## src/rtl/dbg_chain_pkg.sv

```systemverilog
package dbg_chain_pkg;

    localparam int unsigned DEF_DATA_W   = 32;
    localparam int unsigned DEF_ADDR_W   = 5;
    localparam int unsigned DEF_NUM_REGS = 24;

    // Command flag carried in the top bit of a frame.
    typedef enum logic {
        CMD_READ  = 1'b0,
        CMD_WRITE = 1'b1
    } dbg_cmd_e;

endpackage

```

## src/rtl/dbg_chain_ctrl.sv

```systemverilog
module dbg_chain_ctrl
    import dbg_chain_pkg::*;
#(
    parameter int unsigned ADDR_W   = DEF_ADDR_W,
    parameter int unsigned NUM_REGS = DEF_NUM_REGS
) (
    input  logic              clk,
    input  logic              rst_n,
    input  logic              chain_sel,
    input  logic              intest_mode,
    input  logic              shift_dr,
    input  logic              update_dr,
    input  logic              frame_cmd,
    input  logic [ADDR_W-1:0] frame_addr,
    output logic              active,
    output logic              shift_en,
    output logic              upd_entry,
    output logic              wr_pulse,
    output logic              rd_pulse
);

    localparam logic [ADDR_W:0] ADDR_LIMIT = (ADDR_W+1)'(NUM_REGS);

    typedef struct packed {
        logic upd_seen;
    } ctrl_state_t;

    ctrl_state_t st_d, st_q;
    logic        addr_hit;
    dbg_cmd_e    cmd;

    always_comb begin
        cmd       = dbg_cmd_e'(frame_cmd);
        active    = chain_sel & intest_mode;
        addr_hit  = ({1'b0, frame_addr} < ADDR_LIMIT);
        upd_entry = active & update_dr & ~st_q.upd_seen;
        shift_en  = active & shift_dr;
        wr_pulse  = upd_entry & (cmd == CMD_WRITE) & addr_hit;
        rd_pulse  = upd_entry & (cmd == CMD_READ);
        st_d          = st_q;
        st_d.upd_seen = active & update_dr;
    end

    always_ff @(posedge clk) begin
        if (!rst_n) begin
            st_q <= '0;
        end else begin
            st_q <= st_d;
        end
    end

    AST_WR_SINGLE: assert property (@(posedge clk) disable iff (!rst_n)
        wr_pulse |=> !wr_pulse);
    AST_RD_SINGLE: assert property (@(posedge clk) disable iff (!rst_n)
        rd_pulse |=> !rd_pulse);
    AST_STROBE_EXCL: assert property (@(posedge clk) disable iff (!rst_n)
        !(wr_pulse && rd_pulse));

endmodule

```

## src/rtl/dbg_chain_shift.sv

```systemverilog
module dbg_chain_shift
    import dbg_chain_pkg::*;
#(
    parameter int unsigned DATA_W = DEF_DATA_W,
    parameter int unsigned ADDR_W = DEF_ADDR_W
) (
    input  logic                               clk,
    input  logic                               rst_n,
    input  logic                               shift_en,
    input  logic                               upd_entry,
    input  logic                               rd_load,
    input  logic                               tdi,
    input  logic [DATA_W-1:0]                  rd_data,
    output logic [1+ADDR_W+DATA_W-1:0]         chain
);

    localparam int unsigned CHAIN_W = 1 + ADDR_W + DATA_W;

    typedef struct packed {
        logic [CHAIN_W-1:0] bits;
    } shift_state_t;

    shift_state_t st_d, st_q;

    always_comb begin
        st_d = st_q;
        if (upd_entry) begin
            // Update entry wins over a coincident shift step.
            if (rd_load) begin
                st_d.bits[DATA_W-1:0] = rd_data;
            end
        end else if (shift_en) begin
            st_d.bits = {tdi, st_q.bits[CHAIN_W-1:1]};
        end
    end

    always_ff @(posedge clk) begin
        if (!rst_n) begin
            st_q <= '0;
        end else begin
            st_q <= st_d;
        end
    end

    assign chain = st_q.bits;

    AST_SHIFT_STEP: assert property (@(posedge clk) disable iff (!rst_n)
        (shift_en && !upd_entry) |=> (chain[CHAIN_W-2:0] == $past(chain[CHAIN_W-1:1])));
    AST_READ_LOAD: assert property (@(posedge clk) disable iff (!rst_n)
        (upd_entry && rd_load) |=> (chain[DATA_W-1:0] == $past(rd_data)));
    AST_READ_KEEPS_HDR: assert property (@(posedge clk) disable iff (!rst_n)
        upd_entry |=> (chain[CHAIN_W-1:DATA_W] == $past(chain[CHAIN_W-1:DATA_W])));

endmodule

```

## src/rtl/dbg_reg_bank.sv

```systemverilog
module dbg_reg_bank
    import dbg_chain_pkg::*;
#(
    parameter int unsigned DATA_W   = DEF_DATA_W,
    parameter int unsigned ADDR_W   = DEF_ADDR_W,
    parameter int unsigned NUM_REGS = DEF_NUM_REGS
) (
    input  logic              clk,
    input  logic              rst_n,
    input  logic              wr_en,
    input  logic [ADDR_W-1:0] addr,
    input  logic [DATA_W-1:0] wr_data,
    output logic [DATA_W-1:0] rd_data
);

    logic [NUM_REGS-1:0][DATA_W-1:0] cells;

    for (genvar g = 0; g < NUM_REGS; g++) begin : g_cell
        localparam logic [ADDR_W-1:0] IDX = ADDR_W'(g);
        logic [DATA_W-1:0] cell_d, cell_q;

        always_comb begin
            cell_d = cell_q;
            if (wr_en && (addr == IDX)) begin
                cell_d = wr_data;
            end
        end

        always_ff @(posedge clk) begin
            if (!rst_n) begin
                cell_q <= '0;
            end else begin
                cell_q <= cell_d;
            end
        end

        assign cells[g] = cell_q;
    end

    // Unimplemented addresses fall through to zero.
    always_comb begin
        rd_data = '0;
        for (int i = 0; i < NUM_REGS; i++) begin
            if (addr == ADDR_W'(i)) begin
                rd_data = cells[i];
            end
        end
    end

    AST_BANK_HOLD: assert property (@(posedge clk) disable iff (!rst_n)
        !wr_en |=> $stable(cells));

endmodule

```

## src/rtl/dbg_access_chain.sv

```systemverilog
module dbg_access_chain
    import dbg_chain_pkg::*;
#(
    parameter int unsigned DATA_W   = DEF_DATA_W,
    parameter int unsigned ADDR_W   = DEF_ADDR_W,
    parameter int unsigned NUM_REGS = DEF_NUM_REGS
) (
    input  logic clk,
    input  logic rst_n,
    input  logic chain_sel,
    input  logic intest_mode,
    input  logic capture_dr,
    input  logic shift_dr,
    input  logic update_dr,
    input  logic tdi,
    output logic tdo,
    output logic wr_pulse,
    output logic rd_pulse
);

    localparam int unsigned CHAIN_W  = 1 + ADDR_W + DATA_W;
    localparam int unsigned CMD_BIT  = CHAIN_W - 1;
    localparam int unsigned ADDR_LSB = DATA_W;

    logic [CHAIN_W-1:0] chain;
    logic [DATA_W-1:0]  bank_rd;
    logic               active;
    logic               shift_en;
    logic               upd_entry;

    dbg_chain_ctrl #(
        .ADDR_W   (ADDR_W),
        .NUM_REGS (NUM_REGS)
    ) u_ctrl (
        .clk         (clk),
        .rst_n       (rst_n),
        .chain_sel   (chain_sel),
        .intest_mode (intest_mode),
        .shift_dr    (shift_dr),
        .update_dr   (update_dr),
        .frame_cmd   (chain[CMD_BIT]),
        .frame_addr  (chain[ADDR_LSB +: ADDR_W]),
        .active      (active),
        .shift_en    (shift_en),
        .upd_entry   (upd_entry),
        .wr_pulse    (wr_pulse),
        .rd_pulse    (rd_pulse)
    );

    dbg_chain_shift #(
        .DATA_W (DATA_W),
        .ADDR_W (ADDR_W)
    ) u_shift (
        .clk       (clk),
        .rst_n     (rst_n),
        .shift_en  (shift_en),
        .upd_entry (upd_entry),
        .rd_load   (rd_pulse),
        .tdi       (tdi),
        .rd_data   (bank_rd),
        .chain     (chain)
    );

    dbg_reg_bank #(
        .DATA_W   (DATA_W),
        .ADDR_W   (ADDR_W),
        .NUM_REGS (NUM_REGS)
    ) u_bank (
        .clk     (clk),
        .rst_n   (rst_n),
        .wr_en   (wr_pulse),
        .addr    (chain[ADDR_LSB +: ADDR_W]),
        .wr_data (chain[DATA_W-1:0]),
        .rd_data (bank_rd)
    );

    assign tdo = active ? chain[0] : 1'b0;

    AST_IDLE_HOLD: assert property (@(posedge clk) disable iff (!rst_n)
        !(chain_sel && intest_mode) |=> $stable(chain));
    AST_CAPTURE_HOLD: assert property (@(posedge clk) disable iff (!rst_n)
        (capture_dr && !shift_dr && !update_dr) |=> $stable(chain));

endmodule

```

## config.mk

```make
export PLATFORM = sky130hd
export DESIGN_NAME = dbg_access_chain
export DESIGN_NICKNAME = d
export VERILOG_FILES = /design/src/rtl/dbg_chain_pkg.sv /design/src/rtl/dbg_chain_ctrl.sv /design/src/rtl/dbg_chain_shift.sv /design/src/rtl/dbg_reg_bank.sv /design/src/rtl/dbg_access_chain.sv
export SDC_FILE = /design/constraint.sdc
export NUM_CORES = 2
export LEC_CHECK = 0
export ABC_AREA = 1
export CAP_MARGIN = 25
export CORE_ASPECT_RATIO = 2
export CORE_UTILIZATION = 54
export CTS_CLUSTER_DIAMETER = 80
export DETAILED_ROUTE_END_ITERATION = 8
export PLACE_DENSITY_LB_ADDON = 0.25
export SETUP_SLACK_MARGIN = 0.3
export SYNTH_ARGS = -nofsm -noshare
export SYNTH_HDL_FRONTEND = slang
export SYNTH_SLANG_ARGS = --single-unit
```

## constraint.sdc

```tcl
create_clock -name clk -period 3.05 [get_ports clk]
set_clock_uncertainty 0.05 [all_clocks]
set_input_delay 0.61 -clock clk [delete_from_list [all_inputs] [get_ports clk]]
set_output_delay 0.61 -clock clk [all_outputs]
set_load 0.02 [all_outputs]
```

==> results.yml <==
status:
  status: "complete, no violations"
synth:
  yosys.cell_types.count: 19
  postSynthAreaPerCell_um2: 6.814
  yosys-top-cells-area: "dfxtp_1, nor2_1, o21ai_0"
  synthesis.area_mm2: 0.03405
  synth_cells: 4997
  yosysTopAreaCell: "dfxtp_1"
  netlist.area_leader.share_pct: 47.45
  ys_ff_latch: 807
  yosys_warnings: 0
  synth_fp_nets: 5005
  synth_seq_area_share_pct: 47.45
routing:
  wl_per_cell_um: 17.20
  drt_iter0_markers: 2473
  drc: 0
  vias_per_cell: 5.528
  first_pass_iters: 6
  antenna_left: 0
  vias: 31540
  drt-total-wl_um: 98130
sta:
  period_minus_slack_ns: 2.690
  min_period_over_period_pct: 88.20
  tightestPinTransition_ns: 1.086
  layout_setup_ws_ns: 0.3598
  rsz0062_at_grt: "true"
  fin_setup_tns_ns: 0
  slew-limit-headroom_pct: 27.48
  maxSlewViolCount: 0
  setup_viol: 0
  fmax_mhz: 371.7
  hold_viol_final: 0
final_layout:
  nFillCells: 5568
  final_common_cell: "nor2_1"
  multi_input_area_mm2: 0.01527
  drive_gt1_share_pct: 8.479
  nNetsFinal: 4881
  final_area_mm2: 0.03836
  seq_area_mm2: 0.01617
  stdcell_count: 5705
  layout_common_cells: "nor2_1, o21ai_0, dfxtp_1"
  areaGrowthSynthToFinish_pct: 12.65
grt:
  antenna_found_initial: 0
  grt_pass1_wl_um: 153900
  grt_pass1_vias: 29500
  grt_max_degree: 102
  overflow: 0
  grt_util_all_layers_pct: 29.64
setup_path:
  cp_data_required_time_ns: 3.48
  r2r_cells: 18
  cp_max_fo: 18
  cp-start-kind: "flop"
  r2r-end: "u_shift.chain[14]"
  critPathMostFrequentCell: "nand4_1"
  critPathSlowestCell: "dfxtp_4"
  criticalPathCategory: "flop to flop"
  end_kind: "flop"
  slowest_delay_ns: 0.40
  r2r_setup_slack_ns: 0.36
  cp.arrival_ns: 3.12
  r2r-start: "u_shift.chain[35]"
  path_cells: "nor2_4 -> buf_8 -> nand2_4 -> nor2_1 -> nor2_2 -> nand4_1 -> nand2_1 -> nand4_1 -> nor2_2 -> nand4_1 -> nor2_1 -> nand4_1 -> nor2_1 -> nand3_1 -> nand2_2 -> nand3_2 -> nand2_1 -> a21oi_1"
cts:
  postCtsHoldBufs: 0
  cts.clk_slew.worst_paths_ns: 0.07
  numCtsBuffers: 68
  clk_latency_ns: 0.61
  clockBufferDepth: 3
  cts_tree: "done"
  cts-root-buf: "clkbuf_16"
  htree_levels: 3
  cts_sinks: 807
place:
  placed_cells: 5557
  io_buffers: 9
  dp_slack_ns: 0.09904
  placed_cell_area_mm2: 0.03530
  place_hpwl_um: 64690
  gp_congestion: 0.8536
floorplanning:
  pin_count: 11
  rows: 129
  die_area_mm2: 0.06412
  die_w_um: 179.6
  fp.dieH_um: 357.1
  fp.coreArea_mm2: 0.06214
  start_util_pct: 54.79
min_path:
  hold_path_class: "flop to flop"
  min_to: "u_bank.g_cell[14].cell_q[29]"
  holdPathStages: 2
  min_from: "u_bank.g_cell[14].cell_q[29]"
power:
  power.total_mw: 20.94
  leakage_nw: 15.83
  powerDensity_mw_per_mm2: 545.9
  ir_drop_mv: 0.5414
job:
  cap_violations: 0
-- per-stage QoR --
| stage | hold WS [ns] | utilization, % |
|---|---|---|
| floorplan | 0.3745 | - |
| global placement | 0.3820 | 56.65 |
| detailed placement | 0.3874 | 56.80 |
| CTS | 0.3970 | 60.63 |
| global route | 0.4131 | 61.72 |
| finish | 0.3974 | 61.72 |
-- synth_stat cells --
master / instances
a21oi_1: 372
buf_1: 14
buf_2: 34
clkbuf_1: 358
clkinv_1: 11
dfxtp_1: 807
inv_1: 318
inv_2: 21
nand2_1: 667
nand2_2: 2
nand3_1: 130
nand4_1: 138
nor2_1: 1248
nor2_2: 13
nor2_4: 4
nor3_1: 3
nor3_2: 1
o21ai_0: 839
o21ai_1: 17
-- cells by family (layout without fill, tap and decap cells) --
group | count (synthesis) | after routing | share of synthesized area (%)
flops | 807 | 807 | 47.45
simple gates | 2206 | 2207 | 26.04
buf+inv | 756 | 676 | 8.459
compound gates | 1228 | 1228 | 18.05
other cells | 0 | 1 | 0
-- worst max-delay path: cells and delay by family (launching register included) --
kind	cells	cell delay, ns
AO/OA/AOI/OAI	1	0.07
AND/OR/NAND/NOR	16	1.85
flip-flops	1	0.40
buffers and inverters	1	0.16
-- layout make-up --
| type | count | area share [%] |
|---|---|---|
| inverter | 350 | 3.451 |
| sequential | 807 | 42.16 |
| timing repair buffer | 211 | 5.953 |
| tap | 786 | 2.564 |
| clock buffer | 97 | 5.330 |
| antenna | 1 | 0.006524 |
| clock inverter | 18 | 0.7209 |
| multi-input combinational | 3435 | 39.82 |
-- repair_timing --
action                                  4_1_cts  5_1_grt
setup buffers                                 1       20
pin swaps                                     2       42
gates cloned                                  1        6
gates resized for setup                      16       81
endpoints found under the setup margin       26       30
-- state kept, by name (all words and copies together), names as in the netlist --
register,cells
u_shift.chain,38
u_ctrl.st_q,1
u_bank.g_cell.cell_q,768
-- layer usage --
layer | track usage, % | wire (µm) | vias up
li1 | - | - | 15740
met1 | 31.35 | 36490 | 14540
met5 | 0 | 0 | -
met2 | 57.05 | 52020 | 960
met4 | 17.03 | 5393 | 0
met3 | 2.749 | 4214 | 294
-- worst max-delay path by stage --
stage / startpoint / to / slack [ns]
after floorplan: update_dr / wr_pulse / 0.35
after global placement: chain_sel / wr_pulse / 0.12
after detailed placement: intest_mode / wr_pulse / 0.1
after CTS: u_shift.chain[35] / u_shift.chain[31] / 0.31
after global routing: u_shift.chain[32] / u_shift.chain[6] / 0.19
final: u_shift.chain[35] / u_shift.chain[14] / 0.36
-- report_power, final --
part / internal [mW] / switching (mW) / leakage (nW)
registers: 10.6 / 0.152 / 6.51
logic: 0.323 / 0.679 / 8.19
clock network: 5.26 / 3.95 / 1.14
total: 16.2 / 4.78 / 15.8
No activity file was read; power rests on OpenSTA's default activity.
